<file path="src/rtl/tmr_pkg.sv">
package tmr_pkg;
  typedef enum logic [1:0] {
    RA_COUNT = 2'd0,
    RA_CMP   = 2'd1,
    RA_MASK  = 2'd2,
    RA_FLAG  = 2'd3
  } reg_addr_e;

  // index of each event in the internal event/flag vectors
  localparam int EV_OVF = 0;
  localparam int EV_CMP = 1;
  localparam int NUM_EV = 2;
endpackage

</file>
<file path="src/rtl/tmr_cnt_core.sv">
module tmr_cnt_core #(
  parameter int W = 8
) (
  input  logic         clk,
  input  logic         rst_n,
  input  logic         tick_i,
  input  logic         pwm_i,
  input  logic         ld_i,
  input  logic [W-1:0] ld_val_i,
  input  logic [W-1:0] cmp_val_i,
  output logic [W-1:0] cnt_o,
  output logic         up_o,
  output logic         ovf_evt_o,
  output logic         cmp_evt_o
);
  localparam logic [W-1:0] TOP = {W{1'b1}};
  localparam logic [W-1:0] BOT = '0;

  logic [W-1:0] cnt_q, cnt_d;
  logic         up_q, up_d;
  logic         blk_q, blk_d;
  logic         adv;

  always_comb begin
    cnt_d     = cnt_q;
    up_d      = up_q;
    blk_d     = blk_q;
    ovf_evt_o = 1'b0;
    adv       = tick_i && !ld_i;
    cmp_evt_o = adv && !blk_q && (cnt_q == cmp_val_i);
    if (ld_i) begin
      cnt_d = ld_val_i;
      blk_d = 1'b1;
    end else if (tick_i) begin
      blk_d = 1'b0;
      if (!pwm_i) begin
        cnt_d     = cnt_q + 1'b1;
        ovf_evt_o = (cnt_q == TOP);
      end else if (up_q) begin
        if (cnt_q == TOP) begin
          up_d  = 1'b0;
          cnt_d = cnt_q - 1'b1;
        end else begin
          cnt_d = cnt_q + 1'b1;
        end
      end else begin
        if (cnt_q == BOT) begin
          up_d      = 1'b1;
          cnt_d     = cnt_q + 1'b1;
          ovf_evt_o = 1'b1;
        end else begin
          cnt_d = cnt_q - 1'b1;
        end
      end
    end
    if (!pwm_i) up_d = 1'b1;
  end

  always_ff @(posedge clk or negedge rst_n) begin
    if (!rst_n) begin
      cnt_q <= '0;
      up_q  <= 1'b1;
      blk_q <= 1'b0;
    end else begin
      cnt_q <= cnt_d;
      up_q  <= up_d;
      blk_q <= blk_d;
    end
  end

  assign cnt_o = cnt_q;
  assign up_o  = up_q;
endmodule

</file>
<file path="src/rtl/tmr_flag_cell.sv">
module tmr_flag_cell (
  input  logic clk,
  input  logic rst_n,
  input  logic set_i,
  input  logic clr_i,
  input  logic ack_i,
  input  logic en_i,
  input  logic gie_i,
  output logic flag_o,
  output logic irq_o
);
  logic flag_q, flag_d;
  logic irq_q, irq_d;

  always_comb begin
    flag_d = flag_q;
    if (set_i)               flag_d = 1'b1;
    else if (clr_i || ack_i) flag_d = 1'b0;
    irq_d = gie_i && en_i && flag_q;
  end

  always_ff @(posedge clk or negedge rst_n) begin
    if (!rst_n) begin
      flag_q <= 1'b0;
      irq_q  <= 1'b0;
    end else begin
      flag_q <= flag_d;
      irq_q  <= irq_d;
    end
  end

  assign flag_o = flag_q;
  assign irq_o  = irq_q;
endmodule

</file>
<file path="src/rtl/tmr8_irq_unit.sv">
module tmr8_irq_unit
  import tmr_pkg::*;
#(
  parameter int W = 8
) (
  input  logic         clk,
  input  logic         rst_n,
  input  logic         tick,
  input  logic         pwm_mode,
  input  logic [1:0]   bus_addr,
  input  logic         bus_wr,
  input  logic [W-1:0] bus_wdata,
  output logic [W-1:0] bus_rdata,
  input  logic         gie,
  input  logic         ack_cmp,
  input  logic         ack_ovf,
  output logic         irq_cmp,
  output logic         irq_ovf
);
  localparam int OVF_BIT = W - 2;   // event i lives at bit OVF_BIT+i

  reg_addr_e          sel;
  logic               wr_cnt, wr_cmp, wr_msk, wr_flg;
  logic [W-1:0]       cmp_q, cmp_d;
  logic [NUM_EV-1:0]  msk_q, msk_d;
  logic [NUM_EV-1:0]  flg_q, irq_v, evt, ack_v;
  logic [W-1:0]       cnt_q;
  logic               cnt_up;
  logic               evt_ovf, evt_cmp;

  assign sel    = reg_addr_e'(bus_addr);
  assign wr_cnt = bus_wr && (sel == RA_COUNT);
  assign wr_cmp = bus_wr && (sel == RA_CMP);
  assign wr_msk = bus_wr && (sel == RA_MASK);
  assign wr_flg = bus_wr && (sel == RA_FLAG);

  always_comb begin
    cmp_d = cmp_q;
    msk_d = msk_q;
    if (wr_cmp) cmp_d = bus_wdata;
    if (wr_msk) msk_d = bus_wdata[OVF_BIT +: NUM_EV];
  end

  always_ff @(posedge clk or negedge rst_n) begin
    if (!rst_n) begin
      cmp_q <= '0;
      msk_q <= '0;
    end else begin
      cmp_q <= cmp_d;
      msk_q <= msk_d;
    end
  end

  tmr_cnt_core #(.W(W)) u_core (
    .clk       (clk),
    .rst_n     (rst_n),
    .tick_i    (tick),
    .pwm_i     (pwm_mode),
    .ld_i      (wr_cnt),
    .ld_val_i  (bus_wdata),
    .cmp_val_i (cmp_q),
    .cnt_o     (cnt_q),
    .up_o      (cnt_up),
    .ovf_evt_o (evt_ovf),
    .cmp_evt_o (evt_cmp)
  );

  assign evt[EV_OVF]   = evt_ovf;
  assign evt[EV_CMP]   = evt_cmp;
  assign ack_v[EV_OVF] = ack_ovf;
  assign ack_v[EV_CMP] = ack_cmp;

  for (genvar i = 0; i < NUM_EV; i++) begin : g_flag
    tmr_flag_cell u_cell (
      .clk    (clk),
      .rst_n  (rst_n),
      .set_i  (evt[i]),
      .clr_i  (wr_flg && bus_wdata[OVF_BIT+i]),
      .ack_i  (ack_v[i]),
      .en_i   (msk_q[i]),
      .gie_i  (gie),
      .flag_o (flg_q[i]),
      .irq_o  (irq_v[i])
    );
  end

  always_comb begin
    bus_rdata = '0;
    unique case (sel)
      RA_COUNT: bus_rdata = cnt_q;
      RA_CMP:   bus_rdata = cmp_q;
      RA_MASK:  bus_rdata[OVF_BIT +: NUM_EV] = msk_q;
      RA_FLAG:  bus_rdata[OVF_BIT +: NUM_EV] = flg_q;
      default:  bus_rdata = '0;
    endcase
  end

  assign irq_cmp = irq_v[EV_CMP];
  assign irq_ovf = irq_v[EV_OVF];
endmodule

</file>
<file path="config.mk">
export PLATFORM = sky130hd
export DESIGN_NAME = tmr8_irq_unit
export DESIGN_NICKNAME = d
export VERILOG_FILES = /design/src/rtl/tmr_pkg.sv /design/src/rtl/tmr_cnt_core.sv /design/src/rtl/tmr_flag_cell.sv /design/src/rtl/tmr8_irq_unit.sv
export SDC_FILE = /design/constraint.sdc
export NUM_CORES = 1
export LEC_CHECK = 0
export ABC_CLOCK_PERIOD_IN_PS = 4100
export BUFFER_PORTS_ARGS = -buffer_cell sky130_fd_sc_hd__buf_2
export CAP_MARGIN = 20
export CELL_PAD_IN_SITES_DETAIL_PLACEMENT = 1
export CELL_PAD_IN_SITES_GLOBAL_PLACEMENT = 1
export CORE_UTILIZATION = 38
export CTS_CLUSTER_DIAMETER = 80
export CTS_CLUSTER_SIZE = 10
export DETAILED_ROUTE_END_ITERATION = 10
export GPL_TIMING_DRIVEN = 0
export PLACE_DENSITY = 0.69
export SYNTH_ARGS = -nofsm -noshare
export SYNTH_HDL_FRONTEND = slang
export SYNTH_SLANG_ARGS = --single-unit
</file>
<file path="constraint.sdc">
create_clock -name clk -period 4.1 [get_ports clk]
set_clock_uncertainty 0.2 [all_clocks]
set_input_delay 0.615 -clock clk [delete_from_list [all_inputs] [get_ports clk]]
set_output_delay 0.615 -clock clk [all_outputs]
set_load 0.02 [all_outputs]
</file>
==> results list, run 1 <==
- Final weighted congestion in routability-driven placement: 0.776
- Filler cell count in the final layout: 503
* Initial core utilization: 40.5%
- Num rows: 23
- The signal on the critical path passes through buf_2 > clkbuf_1 > mux4_2 > buf_2.
* Gate Count Post-Synth: 181
- In the routed layout, each cell is associated on average with a via count of 5.89.
* Switching Share: 41.7%
- CTS H-Tree Depth: 1
* Antenna diode count: 0
- Post-detailed-route count of antenna-violating nets: 0
- Portion of total power attributed to sequential cells: 38.1%
- The floorplan step defined a die boundary enclosing 4620 sq um.
- The longest clock path from root to sink contains 2 buffers.
* Leakage power summed over all cells: 0.822 nW
- Entering global routing, the biggest net connects 25 pins.
- Total global routing overflow: 0
* Synth Warn #: 0
* Number of sinks on the clock net: 24
- The synthesized design contains 0 enable-type register cells.
- Power, Total: 0.899 mW
- Minimum period implied by the final worst setup slack: 2690 ps
* Insertion delay of the later-clocked pin in the worst-skew pair: 270 ps
- RSZ-0062 raised after global routing: no
- sky130_fd_sc_hd__dfrtp_1 is the most common cell in the netlist.
- Total global routing track utilization: 22.6%
* Total area of multi-input combinational cells: 981 sq um
- The clock network burns 16.3% of the power.
- The final max-slew violation count is 0.
- The worst setup path is of the primary input to output port kind.
* Result of the run: completed
- Vert. Die Dim: 68.0 um
- The largest total area in the synthesized netlist belongs to sky130_fd_sc_hd__dfrtp_1.
- Final setup fails: 0
- Crit share post-route: 65.7%
* Worst slack on hold paths: 133 ps
- Total power density per cell area: 475 nW/um^2
* #FFs+latches synth: 24
- Net Switching: 0.375 mW
* Share of synthesized flip-flops with an asynchronous set or reset: 100%
* Top-area cell type share of the netlist area: 34.8%
- Part of the power in combinational logic: 45.6%
* Post-detailed-placement half-perimeter wirelength: 3.62 mm
- Count of hold buffers inserted by post-cts repair: 0
- The worst setup path is captured at an output port.
* Initial antenna violation count: 0
- The min-delay analysis places its worst path in the category primary input to async pin.
- Area of the mapped netlist: 1650 sq um
* Clock transition at the registers of the reported paths: 90 ps
* Arrival time of the worst setup path: 1880 ps
* Number of nets at the end of the flow: 233
- Data required time at the worst endpoint: 3280 ps
* Number of buffers inserted during clock tree synthesis: 3
* Synthesis-to-finish area growth: 14.4%
- Once the clock tree was built, the setup fixing pass inserted 0 buffers.
- By instance count, the cell type seen most on the critical path is sky130_fd_sc_hd__buf_2.
- The count of endpoints failing hold in the final timing report is 0.
* Delay of the slowest cell on the worst path: 550 ps
- The root buffer cell chosen for the clock tree is sky130_fd_sc_hd__clkbuf_8.
- Number of DRC violations after detailed routing: 0
* Cell with the biggest individual delay on the critical path: sky130_fd_sc_hd__mux4_2
- DRT Wirelength: 4.68 mm
- In the final timing run, aggregate negative setup slack is 0 ps.
* Post-synthesis average cell area: 9.14 sq um
- Cells with a size suffix above 1 make up 23.2% of the layout.
* WL/cell: 17.9 um
- The internal portion of the total power is 0.524 mW.
* Number of global-route vias before repair: 1590
* Boundary Pins: 28
* Least-Margin Pin Slew: 678 ps
- Measured along the x axis, the die boundary spans 68.0 um.
- Cell types with the highest counts after synthesis: sky130_fd_sc_hd__dfrtp_1, sky130_fd_sc_hd__nand2_1, sky130_fd_sc_hd__nor2_1
- The core region is 4090 sq um.
- After the first detailed-routing iteration, the DRC count stood at 63.
* Post-cts sizing count: 0
- For this block, the via count after detailed routing is 1538.
- Cells fill 46.3% of the core in the end.
* Post-synth cell types: 44
* Flip-flop cell with the highest count after synthesis: sky130_fd_sc_hd__dfrtp_1
* Fraction of the yosys area taken by sequential cells: 36.4%
* Wire length of the first global-routing pass: 7.71 mm
* Register area: 602 sq um
* Input/output buffers: 26
* TritonCTS clock tree: done
- Main area contributors after synthesis: sky130_fd_sc_hd__dfrtp_1, sky130_fd_sc_hd__mux2_2, sky130_fd_sc_hd__mux2i_1
* Syn_nets: 202
- Worst slew margin relative to its limit: 54.8%
- The tool flagged a number of max-cap violations equal to 0.
- Router iterations before antenna repair: 5
* Worst-path maximum fanout: 10
- Static timing analysis puts the maximum clock frequency at 371 MHz.
* Sort of element at the start of the critical path: primary input
* Peak supply drop: 198 uV
-- metal layers --
metal  vias up  global-route usage (%)  wire, um
met5         -                       0         0
met4         0                    3.39        39
met2        38                    42.2      2280
li1        724                       -         -
met3         6                    3.83       178
met1       770                    27.1      2180
-- flip-flops by register name (all words and copies together) (netlist names) --
name                  count
g_flag.u_cell.flag_o      2
g_flag.u_cell.irq_o       2
u_core.up_o               1
u_core.cnt_o              8
u_core.blk_q              1
msk_q                     2
cmp_q                     8
-- cell usage in the layout, fill, tap and decap left out, types with 2 or more instances in the layout --
cell type	n
sky130_fd_sc_hd__nor3_1	7
sky130_fd_sc_hd__nand3b_1	4
sky130_fd_sc_hd__o21ai_1	2
sky130_fd_sc_hd__clkbuf_1	11
sky130_fd_sc_hd__xnor2_1	4
sky130_fd_sc_hd__xor2_1	5
sky130_fd_sc_hd__nor2b_1	3
sky130_fd_sc_hd__mux4_2	2
sky130_fd_sc_hd__and3_1	5
sky130_fd_sc_hd__nor2_1	13
sky130_fd_sc_hd__buf_1	2
sky130_fd_sc_hd__nand2_1	13
sky130_fd_sc_hd__o21ai_0	11
sky130_fd_sc_hd__dfrtp_1	23
sky130_fd_sc_hd__clkbuf_8	3
sky130_fd_sc_hd__nand4_1	7
sky130_fd_sc_hd__mux2i_1	6
sky130_fd_sc_hd__nand3_1	7
sky130_fd_sc_hd__nor3b_1	3
sky130_fd_sc_hd__mux2_2	11
sky130_fd_sc_hd__inv_1	5
sky130_fd_sc_hd__o311ai_1	2
sky130_fd_sc_hd__ha_1	3
sky130_fd_sc_hd__buf_2	26
sky130_fd_sc_hd__nor4_1	4
sky130_fd_sc_hd__a21oi_1	8
sky130_fd_sc_hd__a21o_1	2
-- worst max-delay path: cells and delay by family --
| family | cells | cell delay (ps) |
|---|---|---|
| buf+inv | 3 | 710 |
| mux | 1 | 550 |
-- power by group through the flow --
stage,combinational [mW],sequential [mW],clock [mW]
floorplan,0.304,0.330,0
global placement,0.396,0.342,0
finish,0.410,0.342,0.146
detailed placement,0.409,0.346,0
global route,0.451,0.351,0.158
CTS,0.411,0.341,0.148
-- final cells by class --
| class | instances | share of cell area [%] |
|---|---|---|
| Inverter | 5 | 0.992 |
| Clock buffer | 4 | 2.38 |
| Timing Repair Buffer | 26 | 6.88 |
| Sequential cell | 24 | 31.8 |
| Tap cell | 50 | 3.31 |
| Multi-Input combinational cell | 139 | 51.9 |
| Buffer | 13 | 2.78 |
-- path summary, 6_finish.rpt --
kind,from,to,slack [ps],depth (start not counted)
max in group asynchronous,rst_n,u_core.up_o,3190,1
min in group clk,u_core.blk_q,g_flag[1].u_cell.flag_o,270,1
setup / recovery,bus_addr[1],bus_rdata[7],1410,4
setup reg to reg,u_core.cnt_o[1],u_core.cnt_o[5],1600,7
hold reg to reg,u_core.blk_q,g_flag[1].u_cell.flag_o,270,1
hold / removal,rst_n,g_flag[1].u_cell.irq_o,130,1
-- per-stage QoR --
step	setup WS (ps)	area [sq um]	instances
2_1_floorplan	1780	1650	181
3_3_place_gp	1420	1850	257
3_5_place_dp	1380	1850	257
4_1_cts	1380	1890	261
5_1_grt	1340	1890	261
6_report	1410	1890	261
-- kinds of logic after synthesis --
family / share of synthesized area [%]
AO/OA/AOI/OAI: 14.4
XOR/XNOR: 4.77
adder cells (fa/ha/maj): 2.27
buffers and inverters: 4.31
flip-flops: 36.4
multiplexers: 13.8
AND/OR/NAND/NOR: 24.0
(Power assumes the default switching activity.)
==> run 2, diff against run 1 <==
--- a/config.mk
+++ b/config.mk
@@ -5,7 +5,7 @@
 export SDC_FILE = /design/constraint.sdc
 export NUM_CORES = 1
 export LEC_CHECK = 0
-export ABC_CLOCK_PERIOD_IN_PS = 4100
+export ABC_CLOCK_PERIOD_IN_PS = 2600
 export BUFFER_PORTS_ARGS = -buffer_cell sky130_fd_sc_hd__buf_2
 export CAP_MARGIN = 20
 export CELL_PAD_IN_SITES_DETAIL_PLACEMENT = 1
==> constraint.sdc (replaced) <==
create_clock -name clk -period 2.6 [get_ports clk]
set_clock_uncertainty 0.2 [all_clocks]
set_input_delay 0.39 -clock clk [delete_from_list [all_inputs] [get_ports clk]]
set_output_delay 0.39 -clock clk [all_outputs]
set_load 0.02 [all_outputs]
==> results list, run 2 (same netlist as run 1, synthesis figures left out) <==
- The worst hold path was traced through 2 stages.
- Class of the worst hold path: primary input to flip-flop
- The library cells used most frequently in the layout, excluding fill and tap cells, are sky130_fd_sc_hd__buf_2, sky130_fd_sc_hd__dfrtp_1, sky130_fd_sc_hd__nor2_1, sky130_fd_sc_hd__nand2_1.
* Crit share post-route: 92.3%
- The standard cell area after detailed placement came to 1850 sq um (unchanged).
* Number of design-rule violations left by the first detailed-router iteration: 66 (+4.8%)
- Number of placed instances, taps included: 257 (unchanged)
- The met1 layer wirelength in the final routing was 2.15 mm (-1.6%).
- Router iterations before antenna repair: 4 (-1)
- Number of global-route vias before repair: 1602 (+0.75%)
- Worst setup path category: flip-flop to flip-flop
- The area enclosed by the die boundary came to 4620 sq um (unchanged).
- The via total after detailed routing was 1531 (-0.46%).
- Fraction of layout instances using a drive strength above 1: 23.6% (+0.36 points)
- Input/output buffers: 26 (unchanged)
- Sort of element at the start of the critical path: flip-flop
- The clock-pin slew of the registers on the worst-case setup and hold paths came to 90 ps (about the same).
* Peak supply drop: 314 uV (+59%)
- The antenna violation net count after detailed routing came to 0 (unchanged).
- The power density over cell area came to 746 nW/um^2 (+57%).
- DRT Wirelength: 4.65 mm (-0.68%)
* Slack of the worst reg-to-reg path: 200 ps (-1400 ps)
- In this run the most critical hold path is launched from pwm_mode.
* Max Clk Rate: 417 MHz
* Worst flop-to-flop path endpoint: u_core.cnt_o[5]
- The final standard cell count with taps included and fillers excluded is 262 (+0.38%).
- Least-Margin Pin Slew: 678 ps (+0.311 ps)
- The largest fanout on the critical path is 8 (-2).
- The core occupancy in the finished layout came to 46.6% (+0.28 points).
- Total global routing overflow: 0 (unchanged)
* Result of the run: completed
- The total negative slack is 0 ps (unchanged).
* Worst slew margin relative to its limit: 54.8% (about the same)
- Crit Reg-Reg Startpoint: u_core.cnt_o[1]
- Root buffer selected by CTS: sky130_fd_sc_hd__clkbuf_8
* Final setup fails: 0 (unchanged)
* TritonCTS clock tree: done
* Wire length of the first global-routing pass: 7.74 mm (+0.35%)
* Total global routing track utilization: 22.6% (+0.070 points)
- Leading cell type in the layout, fill and taps excluded: sky130_fd_sc_hd__buf_2
- The clock latency reported for the late side of the worst-skew pair came to 270 ps (about the same).
* RSZ-0062 raised after global routing: no
- The starting density of the core came to 40.5% (unchanged).
- The final net count is 234 (+0.43%).
* Initial antenna violation count: 0 (unchanged)
* Number of sinks on the clock net: 24 (unchanged)
* Arrival time of the worst setup path: 2380 ps (+500 ps)
- Largest net degree at the start of global routing: 25 (unchanged)
* Vert. Die Dim: 68.0 um (unchanged)
- Highest routed metal layer: met4
- Buffer depth of the longest clock path: 2 (unchanged)
- The via-per-instance ratio was 5.84 (-0.84%).
- The count of endpoints failing hold in the final timing report was 0 (unchanged).
* Num rows: 23 (unchanged)
- Minimum period implied by the final worst setup slack: 2400 ps
- Total count of max-transition violations in the final report: 0 (unchanged)
- Final weighted congestion in routability-driven placement: 0.776 (unchanged)
- Count of maximum capacitance violations: 0 (unchanged)
- Placeable Area: 4090 sq um (unchanged)
- Final instance area: 1900 sq um (+0.60%)
- Leakage power summed over all cells: 0.826 nW (+0.39%)
- Boundary Pins: 28 (unchanged)
* Detailed route wirelength on metal3: 157 um (-12%)
- The routed wire length on met2 came to 2.32 mm (+1.7%).
- Critical path capture point type: flip-flop
- Number of DRC violations after detailed routing: 0 (unchanged)
- The H-tree depth reported by CTS is 1 (unchanged).
* WL/cell: 17.7 um (-1.1%)
* Width of the die: 68.0 um (unchanged)
- Filler cell count in the final layout: 501 (-0.40%)
- R2R depth: 7 (unchanged)
- The antenna diode count came to 0 (unchanged).
- Number of buffers inserted during clock tree synthesis: 3 (unchanged)
- The worst endpoint required time came to 2580 ps (-700 ps).
* Worst Hold End: u_core.up_o
* Synthesis-to-finish area growth: 15.1%
* Post-detailed-placement half-perimeter wirelength: 3.62 mm (unchanged)
-- run 2: cell types whose count changed in the layout (fill, tap and decap cells not counted), sizes merged --
cell / change
dlygate4sd3: +1
-- run 2: per-layer routing --
layer | global-route usage (%) | vias up
met4 | 3.39 | 0
met1 | 27.1 | 767
met3 | 3.83 | 4
met2 | 42.4 | 35
met5 | 0 | -
li1 | - | 725
-- run 2: report_power, final --
group	switching [mW]	total, mW	internal, mW	leakage, nW
clock	0.123	0.232	0.110	0.0228
sequential	0.0862	0.541	0.455	0.292
combinational	0.382	0.646	0.264	0.511
-- run 2: worst max-delay path by stage --
stage / to / from / cells after the start / slack, ps
5_1_grt: u_core.cnt_o[6] / u_core.cnt_o[0] / 8 / 70
4_1_cts: u_core.cnt_o[5] / u_core.cnt_o[1] / 7 / 140
3_3_place_gp: u_core.cnt_o[1] / u_core.cnt_o[1] / 7 / 240
6_report: u_core.cnt_o[5] / u_core.cnt_o[1] / 7 / 200
2_1_floorplan: u_core.cnt_o[6] / u_core.cnt_o[3] / 5 / 530
3_5_place_dp: u_core.cnt_o[5] / u_core.cnt_o[1] / 7 / 200
-- run 2: layout make-up --
type	count	area (sq um)	share of cell area, %
Timing Repair Buffer	27	140	7.36
Tap cell	50	62.6	3.29
Inverter	5	18.8	0.986
Multi-Input combinational cell	139	981	51.5
Buffer	13	52.6	2.76
Clock buffer	4	45.0	2.37
Sequential cell	24	603	31.7
-- run 2: worst max-delay path: stages, from the launching register on --
cell and delay [ps]:
sky130_fd_sc_hd__dfrtp_2 460, sky130_fd_sc_hd__ha_1 240, sky130_fd_sc_hd__nand3_1 160, sky130_fd_sc_hd__or3_1 400, sky130_fd_sc_hd__clkbuf_1 240, sky130_fd_sc_hd__a21oi_1 280
sky130_fd_sc_hd__nor3_1 90, sky130_fd_sc_hd__o31ai_2 250
-- run 2: repair_timing --
item,in CTS,in global routing
resized for setup,0,1
hold buffers,1,0
setup buffers,0,0
setup endpoints to repair,0,1
hold endpoints to repair,23,0
-- run 2: per-stage QoR --
stage	power, mW	worst slack, ps	hold WS, ps
final	1.42	201	140
after global placement	1.16	242	205
after detailed placement	1.19	196	210
after floorplan	0.999	528	-106
after global routing	1.52	73.3	162
after CTS	1.42	138	150
==> run 3, diff against run 2 <==
--- a/config.mk
+++ b/config.mk
@@ -10,6 +10,7 @@
 export CAP_MARGIN = 20
 export CELL_PAD_IN_SITES_DETAIL_PLACEMENT = 1
 export CELL_PAD_IN_SITES_GLOBAL_PLACEMENT = 1
+export CORE_ASPECT_RATIO = 0.75
 export CORE_UTILIZATION = 38
 export CTS_CLUSTER_DIAMETER = 80
 export CTS_CLUSTER_SIZE = 10
==> results list, run 3 (same netlist as run 1, synthesis figures left out) <==
* Result of the run: completed
- Number of design-rule violations left by the first detailed-router iteration: 82 (+24%)
- The worst hold path belongs to the class primary input to flip-flop.
- The maximum number of pins on one net before global-route repair is 25 (unchanged).
- Leakage power summed over all cells: 0.833 nW (+0.84%)
- The total routing resource utilization after global routing is 22.5% (-0.13 points).
* RSZ-0062 raised after global routing: no
- Crit share post-route: 92.9% (+0.61 points)
- Placeable Area: 4100 sq um (+0.43%)
- The number of detailed-route iterations in the first pass came to 4 (unchanged).
* Vert. Die Dim: 59.1 um (-13%)
- The last weighted congestion value of the routability-driven placer was 0.786 (+1.3%).
- Number of sinks on the clock net: 24 (unchanged)
- Count of buffers added by post-CTS timing repair for setup: 0 (unchanged)
- The antenna violation net count after detailed routing is 0 (unchanged).
- Worst slew margin relative to its limit: 53.9% (-0.90 points)
- The final standard cell count with taps included and fillers excluded is 267 (+1.9%).
- The H-tree depth reported by CTS is 1 (unchanged).
* Routed vias: 1546 (+0.98%)
- Top cell family by delay on the critical path: compound AO/OA/AOI/OAI gates
* Arrival time of the worst setup path: 2410 ps (+30 ps)
- Total global routing overflow: 0 (unchanged)
* Least-Margin Pin Slew: 692 ps (+13.5 ps)
- TritonCTS built the clock tree.
* Root buffer selected by CTS: sky130_fd_sc_hd__clkbuf_8
- Worst slack on hold paths: 132 ps (-8.03 ps)
- The total negative slack came to 0 ps (unchanged).
- Initial antenna violation count: 0 (unchanged)
- Peak supply drop: 458 uV (+46%)
- Number of placed instances, taps included: 262 (+1.9%)
- Cells along the critical path: ha_1 > nand3_1 > or3_1 > clkbuf_1 > a21o_1 > a31o_2 > o21ai_1
* Critical path capture point type: flip-flop
* Fraction of layout instances using a drive strength above 1: 23.6% (unchanged)
* Post-cts sizing count: 0 (unchanged)
- The number of max-cap violations came to 0 (unchanged).
- Final Hold Vio Count: 0 (unchanged)
- The standard cell area after detailed placement is 1850 sq um (+0.34%).
* Input/output buffers: 26 (unchanged)
* DRT Wirelength: 4.69 mm (+0.84%)
- Num rows: 20 (-13%)
- Initial core utilization: 40.3% (-0.17 points)
- Cell with the biggest individual delay on the critical path: sky130_fd_sc_hd__dfrtp_1
- Wire length of the first global-routing pass: 7.98 mm (+3.1%)
* Total power density per cell area: 753 nW/um^2 (+0.97%)
- Compared with the post-synthesis result, the final layout area differs by 16.0%.
* Buffer depth of the longest clock path: 2 (unchanged)
* Width of the die: 78.2 um (+15%)
- Mean number of vias per cell: 5.79 (-0.91%)
- The worst endpoint required time came to 2590 ps (about the same).
- Number of global-route vias before repair: 1617 (+0.94%)
- Sort of element at the start of the critical path: flip-flop
- The clock latency reported for the late side of the worst-skew pair was 270 ps (about the same).
* Highest-count cells in the layout ignoring fill and taps: sky130_fd_sc_hd__buf_2, sky130_fd_sc_hd__dfrtp_1, sky130_fd_sc_hd__nor2_1, sky130_fd_sc_hd__nand2_1
* Antenna diode count: 0 (unchanged)
* Final setup fails: 0 (unchanged)
- WL/cell: 17.6 um (-1.0%)
* Boundary Pins: 28 (unchanged)
- Count of buffer and inverter cells on the critical path: 1 (unchanged)
- The maximum clock rate came to 414 MHz (-0.66%).
- Final instance area: 1920 sq um (+0.79%)
- The number of buffers added by the clock tree synthesis step came to 3 (unchanged).
- The number of remaining DRC errors came to 0 (unchanged).
- The area enclosed by the die boundary was 4620 sq um (about the same).
- Clock transition at the registers of the reported paths: 90 ps (about the same)
- The final net count is 234 (unchanged).
* Delay of the slowest cell on the worst path: 520 ps (+60 ps)
* Worst-path maximum fanout: 8 (unchanged)
- The final max-slew violation count came to 0 (unchanged).
* Post-detailed-placement half-perimeter wirelength: 3.62 mm (about the same)
- Leaving out fill and tap cells, the most frequent cell in the layout is sky130_fd_sc_hd__buf_2.
- Worst setup path category: flip-flop to flip-flop
* Minimum period implied by the final worst setup slack: 2410 ps (+16.0 ps)
## run 3: through the flow
| step | setup WS (ps) | utilization, % | power, mW |
|---|---|---|---|
| after CTS | 200 | 46.7 | 1.46 |
| after global routing | 58.3 | 46.7 | 1.55 |
| final | 185 | 46.7 | 1.45 |
| after global placement | 247 | 45.2 | 1.17 |
| after detailed placement | 229 | 45.2 | 1.19 |
| after floorplan | 528 | - | 0.999 |
## run 3: layout make-up
cell class / count / area, sq um
Buffer: 13 / 52.6
Clock buffer: 4 / 55.1
Fill cell: 493 / 2190
Inverter: 5 / 18.8
Multi-Input combinational cell: 139 / 981
Sequential cell: 24 / 602
Tap cell: 55 / 68.8
Timing Repair Buffer: 27 / 140
## run 3: worst register-to-register path: cells and delay by family (launching register included)
family	cells	cell delay [ps]
adders and majority gates	1	280
and+or+nand+nor	2	550
buffers and inverters	1	210
DFF	1	520
AOI/OAI and AO/OA	3	580
## run 3: power breakdown
part           switching (mW)  internal [mW]  total (mW)
Combinational           0.381          0.265       0.646
Sequential             0.0896          0.453       0.543
Clock                   0.121          0.135       0.257
Total                   0.592          0.853        1.45
## run 3: routing by layer
layer  wire (um)  part of all wire, %  up-vias  GRT usage, %
li1            -                    -      728             -
met1        2140                   46      773          29.1
met2        2320                   50       43          41.6
met3         217                  4.6        2          3.85
met4           8                 0.17        0          1.59
met5           0                    0        -             0
## run 3: path summary, 6_finish.rpt
path                            startpoint                      end  slack (ps)  cells after the start
min reg2reg                   u_core.blk_q  g_flag[1].u_cell.flag_o         260                      1
max reg2reg                u_core.cnt_o[1]          u_core.cnt_o[1]         190                      7
max                        u_core.cnt_o[1]          u_core.cnt_o[1]         190                      7
min in group asynchronous            rst_n   g_flag[0].u_cell.irq_o         440                      2
max in group asynchronous            rst_n                 cmp_q[5]        1370                      2
min                               pwm_mode              u_core.up_o         130                      2
## run 3: repair_timing
item                                    in CTS  in global routing
endpoints found under the hold margin       23                  0
hold buffers                                 1                  0
endpoints found under the setup margin       0                  0
